## src/rtl/hbi_pkg.sv

```systemverilog
package hbi_pkg;

    localparam int DW      = 8;
    localparam int SEL_LSB = 4;
    localparam int SEL_W   = 2;

    typedef enum logic {
        MODE_STROBE = 1'b0,
        MODE_RW     = 1'b1
    } bus_mode_e;

    typedef enum logic [SEL_W-1:0] {
        SEL_DATA = 2'd0,
        SEL_OWN  = 2'd1,
        SEL_CLK  = 2'd2,
        SEL_VEC  = 2'd3
    } bank_sel_e;

    // synchronized host pins
    typedef struct packed {
        logic cs_n;
        logic wr_n;
    } host_pins_t;

    function automatic bank_sel_e sel_of(input logic [DW-1:0] ctrl);
        return bank_sel_e'(ctrl[SEL_LSB +: SEL_W]);
    endfunction

endpackage

```

## src/rtl/hbi_sync.sv

```systemverilog
module hbi_sync #(
    parameter int         W      = 2,
    parameter int         STAGES = 2,
    parameter logic [W-1:0] INIT = '1
) (
    input  logic         clk,
    input  logic         rst,
    input  logic [W-1:0] d,
    output logic [W-1:0] q
);
    logic [STAGES-1:0][W-1:0] chain;

    always_ff @(posedge clk) begin
        if (rst) begin
            chain <= {STAGES{INIT}};
        end else begin
            chain[0] <= d;
            for (int i = 1; i < STAGES; i++) begin
                chain[i] <= chain[i-1];
            end
        end
    end

    assign q = chain[STAGES-1];
endmodule

```

## src/rtl/hbi_mode_det.sv

```systemverilog
module hbi_mode_det
    import hbi_pkg::*;
(
    input  logic       clk,
    input  logic       rst,
    input  host_pins_t pins_s,
    output bus_mode_e  mode
);
    logic wr_prev;
    logic wr_fall;

    assign wr_fall = wr_prev && !pins_s.wr_n;

    always_ff @(posedge clk) begin
        if (rst) begin
            wr_prev <= 1'b1;
            mode    <= MODE_STROBE;
        end else begin
            wr_prev <= pins_s.wr_n;
            if (mode == MODE_STROBE && wr_fall && pins_s.cs_n) begin
                mode <= MODE_RW;
            end
        end
    end
endmodule

```

## src/rtl/hbi_cycle.sv

```systemverilog
module hbi_cycle
    import hbi_pkg::*;
(
    input  logic       clk,
    input  logic       rst,
    input  bus_mode_e  mode,
    input  host_pins_t pins_s,
    output logic       wr_stb,
    output logic       dtack_n
);
    logic wr_act;
    logic wr_act_q;

    // write access: chip selected with write line low (same in both styles)
    assign wr_act = !pins_s.cs_n && !pins_s.wr_n;
    assign wr_stb = wr_act && !wr_act_q;

    always_ff @(posedge clk) begin
        if (rst) begin
            wr_act_q <= 1'b0;
            dtack_n  <= 1'b1;
        end else begin
            wr_act_q <= wr_act;
            dtack_n  <= (mode == MODE_RW) ? pins_s.cs_n : 1'b1;
        end
    end
endmodule

```

## src/rtl/hbi_regbank.sv

```systemverilog
module hbi_regbank
    import hbi_pkg::*;
(
    input  logic          clk,
    input  logic          rst,
    input  logic          wr_stb,
    input  logic          wr_a0,
    input  logic [DW-1:0] wr_data,
    input  logic          rd_a0,
    input  logic          rx_load,
    input  logic [DW-1:0] rx_data,
    input  logic          st_load,
    input  logic [DW-1:0] st_data,
    output logic [DW-1:0] rd_data,
    output logic [DW-1:0] tx_q,
    output logic [DW-1:0] ctrl_q,
    output logic [DW-1:0] own_q,
    output logic [DW-1:0] clk_q,
    output logic [DW-1:0] vec_q
);
    localparam int N_SETUP = 3;

    bank_sel_e     sel;
    logic [DW-1:0] rx_q;
    logic [DW-1:0] st_q;
    logic          wr_bank;

    assign sel     = sel_of(ctrl_q);
    assign wr_bank = wr_stb && !wr_a0;

    always_ff @(posedge clk) begin
        if (rst) begin
            ctrl_q <= '0;
            tx_q   <= '0;
            rx_q   <= '0;
            st_q   <= '0;
        end else begin
            if (wr_stb && wr_a0)                ctrl_q <= wr_data;
            if (wr_bank && sel == SEL_DATA)     tx_q   <= wr_data;
            if (rx_load)                        rx_q   <= rx_data;
            if (st_load)                        st_q   <= st_data;
        end
    end

    for (genvar g = 0; g < N_SETUP; g++) begin : g_setup
        logic [DW-1:0] q;
        always_ff @(posedge clk) begin
            if (rst) begin
                q <= '0;
            end else if (wr_bank && sel == bank_sel_e'(g + 1)) begin
                q <= wr_data;
            end
        end
    end

    assign own_q = g_setup[0].q;
    assign clk_q = g_setup[1].q;
    assign vec_q = g_setup[2].q;

    always_comb begin
        if (rd_a0) begin
            rd_data = st_q;
        end else begin
            unique case (sel)
                SEL_DATA: rd_data = rx_q;
                SEL_OWN:  rd_data = own_q;
                SEL_CLK:  rd_data = clk_q;
                SEL_VEC:  rd_data = vec_q;
                default:  rd_data = rx_q;
            endcase
        end
    end
endmodule

```

## src/rtl/hbi_front.sv

```systemverilog
module hbi_front
    import hbi_pkg::*;
#(
    parameter int   SYNC_STAGES    = 2,
    parameter logic IACK_IN_STROBE = 1'b0
) (
    input  logic          clk,
    input  logic          rst,
    input  logic          cs_n,
    input  logic          a0,
    input  logic          wr_n,
    input  logic          rd_n,
    input  logic          iack_n,
    input  logic [DW-1:0] db_in,
    output logic [DW-1:0] db_out,
    output logic          db_oe,
    output logic          dtack_n,
    output logic          dtack_en,
    input  logic          rx_load_i,
    input  logic [DW-1:0] rx_data_i,
    input  logic          st_load_i,
    input  logic [DW-1:0] st_data_i,
    output logic          mode_o,
    output logic [DW-1:0] tx_data_o,
    output logic [DW-1:0] ctrl_o,
    output logic [DW-1:0] own_addr_o,
    output logic [DW-1:0] clk_sel_o,
    output logic [DW-1:0] vec_o
);
    host_pins_t    pins_raw;
    host_pins_t    pins_s;
    bus_mode_e     mode;
    logic          wr_stb;
    logic          cs_s;
    logic [DW-1:0] rd_data;
    logic          rd_req;
    logic          iack_ok;

    assign pins_raw = '{cs_n: cs_n, wr_n: wr_n};
    assign cs_s     = pins_s.cs_n;

    hbi_sync #(
        .W      ($bits(host_pins_t)),
        .STAGES (SYNC_STAGES),
        .INIT   ('1)
    ) u_sync (
        .clk (clk),
        .rst (rst),
        .d   (pins_raw),
        .q   (pins_s)
    );

    hbi_mode_det u_mode (
        .clk    (clk),
        .rst    (rst),
        .pins_s (pins_s),
        .mode   (mode)
    );

    hbi_cycle u_cycle (
        .clk     (clk),
        .rst     (rst),
        .mode    (mode),
        .pins_s  (pins_s),
        .wr_stb  (wr_stb),
        .dtack_n (dtack_n)
    );

    hbi_regbank u_bank (
        .clk     (clk),
        .rst     (rst),
        .wr_stb  (wr_stb),
        .wr_a0   (a0),
        .wr_data (db_in),
        .rd_a0   (a0),
        .rx_load (rx_load_i),
        .rx_data (rx_data_i),
        .st_load (st_load_i),
        .st_data (st_data_i),
        .rd_data (rd_data),
        .tx_q    (tx_data_o),
        .ctrl_q  (ctrl_o),
        .own_q   (own_addr_o),
        .clk_q   (clk_sel_o),
        .vec_q   (vec_o)
    );

    always_comb begin
        if (mode == MODE_RW) begin
            rd_req = !cs_n && wr_n;
        end else begin
            rd_req = !cs_n && !rd_n;
        end
    end

    assign iack_ok  = !iack_n && (mode == MODE_RW || IACK_IN_STROBE);
    assign db_oe    = rd_req || iack_ok;
    assign db_out   = iack_ok ? vec_o : rd_data;
    assign mode_o   = (mode == MODE_RW);
    assign dtack_en = mode_o;
endmodule

```

## config.mk

```make
export PLATFORM = sky130hd
export DESIGN_NAME = hbi_front
export DESIGN_NICKNAME = d
export VERILOG_FILES = /design/src/rtl/hbi_pkg.sv /design/src/rtl/hbi_sync.sv /design/src/rtl/hbi_mode_det.sv /design/src/rtl/hbi_cycle.sv /design/src/rtl/hbi_regbank.sv /design/src/rtl/hbi_front.sv
export SDC_FILE = /design/constraint.sdc
export NUM_CORES = 1
export LEC_CHECK = 0
export ABC_AREA = 1
export BUFFER_PORTS_ARGS = -buffer_cell sky130_fd_sc_hd__clkbuf_2
export CAP_MARGIN = 40
export CORE_ASPECT_RATIO = 1.4
export CORE_UTILIZATION = 54
export CTS_CLUSTER_SIZE = 10
export DETAILED_ROUTE_END_ITERATION = 7
export PLACE_DENSITY = 0.84
export SYNTH_ARGS = -nofsm -noshare
export SYNTH_HDL_FRONTEND = slang
export SYNTH_SLANG_ARGS = --single-unit
```

## constraint.sdc

```tcl
create_clock -name clk -period 3.8 [get_ports clk]
set_input_delay 0.19 -clock clk [delete_from_list [all_inputs] [get_ports clk]]
set_output_delay 0.19 -clock clk [all_outputs]
set_load 0.02 [all_outputs]
```

Word-level counts from Yosys, hierarchy flattened
Index checks and enable logic that the tools add are counted.
W data, S select, Z words.
{ "word_totals": {"output_inout_bits": 52, "inputBits": 33, "ff_bits": 64, "word_cells": 45} }
{ "op_classes": {"n_reduce_logical": 24, "n_bitwise": 1, "eq_ne": 3, "n_mux": 4} }
{ "op_table": {"columns": ["operator", "count"], "rows": [
  ["$pmux W8 S4", 1],
  ["$mux W8", 2],
  ["$logic_and A1 B1 Y1", 14],
  ["$logic_not A1 Y1", 7],
  ["$eq A2 B2 Y1 const B", 2],
  ["$eq A2 B1 Y1 const B", 1],
  ["$logic_not A2 Y1", 1],
  ["$reduce_or A2 Y1", 1],
  ["$logic_or A1 B1 Y1", 1],
  ["$mux W1", 1],
  ["$not A1 Y1", 1]
]} }

Depth between registers and ports, before layout
Gate-level depths: netlist (run 1).
{ "depth": {"depth_word": 5, "ltp_mapped": 8, "depth_no_buf": 8} }

Cells and area by module
From an unflattened synthesis (run 1), not the netlist that was laid out.
{ "hier_totals": {"cells_unflattened": 421, "hier_area_um2": 2832.7} }
{ "modules_own_cells": {"columns": ["module", "area_each_um2", "cells_each", "instances"], "rows": [
  ["hbi_regbank", 2384.8, 352, 1],
  ["hbi_front", 177.7, 35, 1],
  ["hbi_sync", 131.4, 15, 1],
  ["hbi_mode_det", 72.6, 10, 1],
  ["hbi_cycle", 66.3, 9, 1]
]} }

Worst setup path after synthesis (run 1)
Ideal clock, no wire load.
{ "synth_timing": {"kind": "register to output", "startpoint": "register u_mode.mode", "endpoint": "output db_out[0]", "slack_ns": 2.234, "stages_incl_launch_ff": 7, "arrival_ns": 1.376, "path_cell_list": "dfxtp_1 -> inv_1 -> or2_2 -> buf_1 -> inv_1 -> nand2_1 -> nand2_1"} }
{ "synth_between": {"elab_chain_cells": 2} }
{ "synth_lines": {"columns": ["item", "line_no", "text"], "rows": [
  ["start, declared", "hbi_mode_det.sv:7", "output bus_mode_e mode"],
  ["start signal, assigned", "hbi_mode_det.sv:17", "mode <= MODE_STROBE;"],
  ["start signal, assigned", "hbi_mode_det.sv:21", "mode <= MODE_RW;"],
  ["$logic_and A1 B1 Y1", "hbi_front.sv:96", "assign iack_ok = !iack_n && (mode == MODE_RW || IACK_IN_STROBE);"],
  ["$mux W8", "hbi_front.sv:98", "assign db_out = iack_ok ? vec_o : rd_data;"],
  ["end, declared", "hbi_front.sv:15", "output logic [DW-1:0] db_out,"]
]} }
Every way passes these cells.

Final worst setup path (run 1)
{ "layout_timing": {"startpoint": "register u_mode.mode", "endpoint": "output db_out[4]"} }
Same word-level chain as after synthesis.

==> metrics.md, run 1 <==
| Metric | Value |
|---|---|
| Synth Warn # | 0 |
| Critical path, cell by cell | inv_1 > or2_2 > inv_1 > nand2_1 > nand2_1 > clkbuf_2 |
| CP Buf/Inv Count | 3 |
| Vias per cell | between 5 and 6 |
| Hold crit path type | in2reg |
| Fill count | 416 |
| # setup viols final | 0 |
| Most frequent cells in the layout | 99 x nor2_1, 84 x clkbuf_2, 66 x o21ai_0 |
| Area delta synth->final | 24.68% |
| CTS Buf Count | 9 |
| Syn avg cell area | roughly 7 um2 |
| Syn_nets | roughly 410 |
| DRT iter0 DRCs | about 150 |
| Utilization after layout | a little over two thirds |
| CP max FO | 10 |
| Clock latency on the worst-skew pair | 330 ps |
| Most common cell after layout, fill and taps aside | nor2_1 |
| Layout cells sized above 1 | about a quarter |
| Status | finished clean |
| RSZ-0062 raised after global routing | no |
| DIE AREA | around 5300 um2 |
| Clock power share | 42.0% |
| Minimum clock period | between 2000 and 2500 ps |
| CTS tree | built |
| Flop-to-flop setup slack | 2210 ps |
| Core area | 4842 um2 |
| Pwr per Cell Area | between 400 and 500 nW/um2 |
| Maximum Capacitance Violations | 0 |
| Sequential power share | between 40% and 50% |
| Slew margin rel. | a little under half |
| Gate Count Post-Synth | ~380 |
| Worst path max stage delay | 370 ps |
| Crit path required time | roughly 3600 ps |
| CP endpoint kind | primary output |
| F_max | between 400 and 500 MHz |
| CTS sink cnt | 64 |
| Gate power share | 8.8% |
| Clk buf depth | 2 |
| Layout net count | between 400 and 500 |
| Buffers on Ports | 84 |
| Dpl hpwl | between 4 and 5 mm |
| Initial antenna violation count | 0 |
| Crit-path leading delay family | simple AND/OR/NAND/NOR gates |
| Starting Density | a little under three fifths |
| Placed cells | about 510 |
| Gr ovfl total | 0 |
| Post-CTS Hold Buffers | 0 |
| Hold Vio Cnt, Final | 0 |
| Static Leak | roughly 0.0016 uW |
| Synth area leaders | dfxtp_1 47%, nor2_1 14%, o21ai_0 12% |
| Fin worst setup slack | around 1800 ps |
| Routed len/inst | ~13 um |
| Post-CTS sizing | 0 |
| Yosys top cell area share | a little under half |
| # DRC | 0 |
| Vias in the first global route | roughly 2,400 |
| Root Buffer | clkbuf_8 |
| Synthesized area | between 2000 and 3000 um2 |
| Fin cells | 529 |
| GP Congestion | 0.8963 |
| Setup TNS | 0 ps |
| Reg clk slew, reported paths | 60 ps |
| Final period utilization | a little over half |
| Largest net degree at the start of global routing | 34 |
| First-pass detailed-route iteration total | 4 |
| Internal Power | 1085 uW |
| First-pass GRT wire length | about 11 mm |
| H-tree levels | 3 |
| Peak supply drop | around 290 uV |
| Vert. Die Dim | approximately 86 um |
| WL final | roughly 6.9 mm |
| Detail Route Antenna Nets | 0 |
| Slew Viols, Final | 0 |
| Worst setup SP type | register |
| Distinct cell type count after synthesis | 19 |
| Ports | between 80 and 90 |
| Setup bufs post-CTS | 0 |
| # diodes | 0 |
| Slowest CP cell | dfxtp_1 |
| Worst hold slack | roughly 65 ps |
| DP Worst Slack | about 2200 ps |
| Slew @ Worst Pin | between 800 and 900 ps |
| FP Rows | 30 |
| Sw Ratio | 23.29% |
| Crit path kind | reg2out |
| Chip width | around 60 um |
| Via Count | 2,698 |
| Post-synth top area cell | dfxtp_1 |
| Sequential share of the synthesized area | between 40% and 50% |
| Total GRT Usage | approximately 30% |
| Number of synthesized register bits | 64 |
| Worst endpoint data arrival time | 1820 ps |
| Worst Skew | 4.842 ps |
| Sw Pwr | approximately 330 uW |
kinds of logic (layout without fill, tap and decap cells):
family	count (synthesis)	count (layout)	synth area share, %
flops	64	64	47.50
compound gates	82	82	15.26
simple gates	183	183	30.06
buf+inv	47	136	7.189
worst register-to-register path, delay by kind of cell (launching register included):
kind | cells | cell delay (ps)
and+or+nand+nor | 2 | 690
DFF | 1 | 350
AOI/OAI and AO/OA | 2 | 410
power groups by stage:
stage               Clock [uW]  Sequential (uW)  Combinational, uW
finish                     594              696                124
floorplan                    0              710               73.5
detailed placement           0              710                123
CTS                        603              696                124
global route               636              697                141
global placement             0              710                121
metal layers:
layer | up-vias | GRT usage [%] | part of all wire (%)
li1 | 1367 | - | -
met1 | 1201 | 37.34 | 41
met2 | 101 | 44.67 | 49
met3 | 29 | 6.938 | 6.0
met4 | 0 | 17.78 | 4.0
met5 | - | 0 | 0
path summary, 6_finish.rpt:
kind / end / cells past startpoint / startpoint
hold reg to reg: u_sync.q[0] / 1 / u_sync.chain[0]
setup / recovery: db_out[4] / 6 / u_mode.mode
setup reg to reg: u_bank.ctrl_q[2] / 4 / u_sync.q[1]
hold / removal: u_sync.chain[1] / 2 / cs_n
synth_stat cells:
cell and number:
nor2_4 4, nand4_4 3, inv_2 5, buf_2 3, o21ai_0 66, nor2_1 99, dfxtp_1 64, a21oi_1 15
o22ai_1 1, nand3b_1 1, nand2_1 58, clkbuf_1 6, nand4_2 1, buf_1 1, clkinv_4 2, or2_2 6
inv_1 29, nand3_1 11, buf_4 1
layout make-up:
type	count	area [um2]	share of cell area, %
Sequential cell	64	1281	38.10
Multi-Input combinational cell	265	1222	36.35
Timing Repair Buffer	85	427.9	12.72
Clock buffer	13	168.9	5.022
Inverter	36	145.1	4.315
Tap cell	64	80.08	2.381
Clock inverter	2	37.54	1.116
state kept, by name, summed over array words and instances (netlist names), 8 cells and up:
signal         count
u_bank.clk_q       8
u_bank.ctrl_q      8
u_bank.own_q       8
u_bank.rx_q        8
u_bank.st_q        8
u_bank.tx_q        8
u_bank.vec_q       8
through the flow:
stage | power [uW] | area (um2)
after floorplan | 783.7 | 2698
after global placement | 830.5 | 3157
after detailed placement | 832.7 | 3157
after CTS | 1422 | 3363
after global routing | 1474 | 3363
final | 1414 | 3363
(Power assumes the default switching activity.)
==> run 2, diff against run 1 <==
--- a/config.mk
+++ b/config.mk
@@ -9,10 +9,10 @@
 export BUFFER_PORTS_ARGS = -buffer_cell sky130_fd_sc_hd__clkbuf_2
 export CAP_MARGIN = 40
 export CORE_ASPECT_RATIO = 1.4
-export CORE_UTILIZATION = 54
+export CORE_UTILIZATION = 45
 export CTS_CLUSTER_SIZE = 10
 export DETAILED_ROUTE_END_ITERATION = 7
-export PLACE_DENSITY = 0.84
+export PLACE_DENSITY = 0.75
 export SYNTH_ARGS = -nofsm -noshare
 export SYNTH_HDL_FRONTEND = slang
 export SYNTH_SLANG_ARGS = --single-unit
==> constraint.sdc (replaced) <==
create_clock -name clk -period 1.7 [get_ports clk]
set_input_delay 0.085 -clock clk [delete_from_list [all_inputs] [get_ports clk]]
set_output_delay 0.085 -clock clk [all_outputs]
set_load 0.02 [all_outputs]
==> metrics.md, run 2 (synthesis gave the netlist of run 1 again) <==
| Metric | Value |
|---|---|
| Status | finished with violations (was finished clean) |
| Failing checks | DRC, hold timing |
| CTS sink cnt | 64 (unchanged) |
| Post-DP Area | 3184 um2 (was 3157 um2) |
| Initial antenna violation count | 0 (unchanged) |
| CP endpoint kind | primary output (unchanged) |
| GP Congestion | 0.8710 (was 0.8963) |
| # setup viols final | 0 (unchanged) |
| Root Buffer | clkbuf_8 (unchanged) |
| Crit path from | u_bank.ctrl_q[5] (was u_mode.mode) |
| Worst path max stage delay | 410 ps (was 370 ps) |
| RSZ-0062 raised after global routing | yes (was no) |
| CTS tree | built (unchanged) |
| Detail Route Antenna Nets | 0 (unchanged) |
| # DRC | 1 (was 0) |
| Crit path kind | reg2out (unchanged) |
| Area delta synth->final | 33.40% (was 24.68%) |
| Top cell by count, worst path | nand2_1 |
| Peak supply drop | 557.6 uV (was 291.1 uV) |
| Via Count | 2,836 (was 2,698) |
| Gr ovfl total | 0 (unchanged) |
| Largest net degree at the start of global routing | 49 (was 34) |
| Vias per cell | 5.119 (was 5.100) |
| Worst hold slack | -5.117 ps (was 64.82 ps) |
| FP Rows | 33 (was 30) |
| Worst setup SP type | register (unchanged) |
| Slew margin rel. | 79.01% (was 46.30%) |
| Slew Viols, Final | 0 (unchanged) |
| Critical path, cell by cell | inv_4 > nor2_4 > nand2_1 > nand2_1 > inv_1 > nand3_1 > nand2_1 > nand2_1 > clkbuf_2 (was inv_1 > or2_2 > inv_1 > nand2_1 > nand2_1 > clkbuf_2) |
| First-pass GRT wire length | 11.96 mm (was 11.25 mm) |
| Hold Path Stages | 2 (unchanged) |
| Crit-path leading delay family | simple AND/OR/NAND/NOR gates (unchanged) |
| Worst endpoint data arrival time | 1560 ps (was 1820 ps) |
| CP max FO | 8 (was 10) |
| R2R cell count | 5 (was 4) |
| Slowest CP cell | dfxtp_4 (was dfxtp_1) |
| DRT iter0 DRCs | 169 (was 151) |
| F_max | just over 600 MHz |
| Clk buf depth | 2 (unchanged) |
| Worst Skew | 4.069 ps (was 4.842 ps) |
| Critical R2R Launch | u_bank.ctrl_q[4] (was u_sync.q[1]) |
| DIE AREA | 6313 um2 (was 5286 um2) |
| Flop-to-flop setup slack | 280 ps (was 2210 ps) |
| Total GRT Usage | 25.60% (was 29.59%) |
| Pwr per Cell Area | 832.4 nW/um2 (was 420.5 nW/um2) |
| Final period utilization | a little under 100% |
| Starting Density | 46.34% (was 55.71%) |
| Dpl hpwl | 5.214 mm (was 4.969 mm) |
| # diodes | 0 (unchanged) |
| Ports | 85 (unchanged) |
| Maximum Capacitance Violations | 0 (unchanged) |
| Final instance area | 3598 um2 (was 3363 um2) |
| Minimum clock period | about 1600 ps |
| Vias in the first global route | 2,633 (was 2,402) |
| Total power | 2995 uW (was 1414 uW) |
| Buffers on Ports | 84 (unchanged) |
| Layout cells sized above 1 | 26.86% (was 25.81%) |
| Worst Setup EP | db_out[7] (was db_out[4]) |
| CTS Buf Count | 9 (unchanged) |
| Slew @ Worst Pin | 314.5 ps (was 804.6 ps) |
| Hold Vio Cnt, Final | 1 (was 0) |
| Crit path required time | 1620 ps (was 3610 ps) |
| Vert. Die Dim | 93.61 um (was 85.63 um) |
| Chip width | 67.44 um (was 61.74 um) |
| Hold crit path type | in2reg (unchanged) |
| Most frequent cells in the layout | 99 x nor2_1, 78 x clkbuf_2, 66 x o21ai_0 (was 99 x nor2_1, 84 x clkbuf_2, 66 x o21ai_0) |
| Reg2Reg Capture Point | u_bank.tx_q[6] (was u_bank.ctrl_q[2]) |
| CP Buf/Inv Count | 3 (unchanged) |
| WL final | 7.481 mm (was 6.939 mm) |
| Most common cell after layout, fill and taps aside | nor2_1 (unchanged) |
| Layout net count | 514 (was 494) |
| Routed len/inst | 13.50 um (was 13.12 um) |
| First-pass detailed-route iteration total | 6 (was 4) |
| CP Depth | 9 (was 6) |
| Core area | 5822 um2 (was 4842 um2) |
| H-tree levels | 3 (unchanged) |
| Static Leak | 0.001653 uW (was 0.001571 uW) |
| Clock latency on the worst-skew pair | 340 ps (was 330 ps) |
| Reg clk slew, reported paths | 70 ps (was 60 ps) |
-- run 2: changes by cell type in the layout (fill, tap and decap cells not counted), sizes merged --
| cell | change |
|---|---|
| buf | +8 |
| clkbuf | -9 |
| clkinv | +3 |
| dlygate4sd3 | +18 |
| bufinv | -1 |
-- run 2: area by class of cell --
class / instances / area (um2)
tap: 70 / 87.58
clock buffer: 10 / 137.6
clock inverter: 4 / 22.52
timing repair buffer: 105 / 673.1
multi-input combinational: 265 / 1235
fill: 527 / 2223
sequential: 64 / 1290
inverter: 36 / 152.6
-- run 2: worst register-to-register path: cells and delay by family, from the launching register on --
family,cells,cell delay (ps)
and+or+nand+nor,4,690
DFF,1,380
buffers and inverters,1,280
-- run 2: worst min-delay path by stage --
stage                     from               to  slack, ps
after detailed placement  cs_n  u_sync.chain[1]        290
after global placement    cs_n  u_sync.chain[1]        290
after CTS                  rst      u_mode.mode          8
after global routing       rst      u_mode.mode         10
after floorplan            rst  u_sync.chain[0]        190
final                      rst      u_mode.mode         -5
-- run 2: timing repair --
| item | CTS | global route |
|---|---|---|
| gates resized for setup | 5 | 27 |
| setup buffers | 0 | 1 |
| hold endpoints to repair | 18 | 0 |
| pin swaps | 0 | 3 |
| endpoints found under the setup margin | 8 | 8 |
| cloned | 0 | 0 |
| hold buffers | 18 | 0 |
-- run 2: per-stage QoR --
step	cells	setup TNS, ps	setup slack (ps)	util, %	hold WS (ps)
floorplan	376	0	239.4	-	188.8
global placement	521	0	231.2	54.70	287.4
detailed placement	521	0	229.9	54.70	289.4
CTS	553	-10.89	-10.89	60.67	8.400
global route	554	-147.9	-45.19	61.81	11.97
finish	554	0	53.22	61.81	-5.117
-- run 2: per-layer routing --
metal | vias to the layer above | share of wire (%) | GRT usage, %
li1 | 1412 | - | -
met1 | 1292 | 41 | 30.00
met2 | 103 | 50 | 42.33
met3 | 29 | 5.1 | 3.902
met4 | 0 | 4.5 | 15.96
met5 | - | 0 | 0
-- run 2: report_power, final --
part	total, uW	switching, uW	internal (uW)
registers	1550	18.9	1530
clock network	1100	560	543
logic	340	193	148
total	3000	772	2220
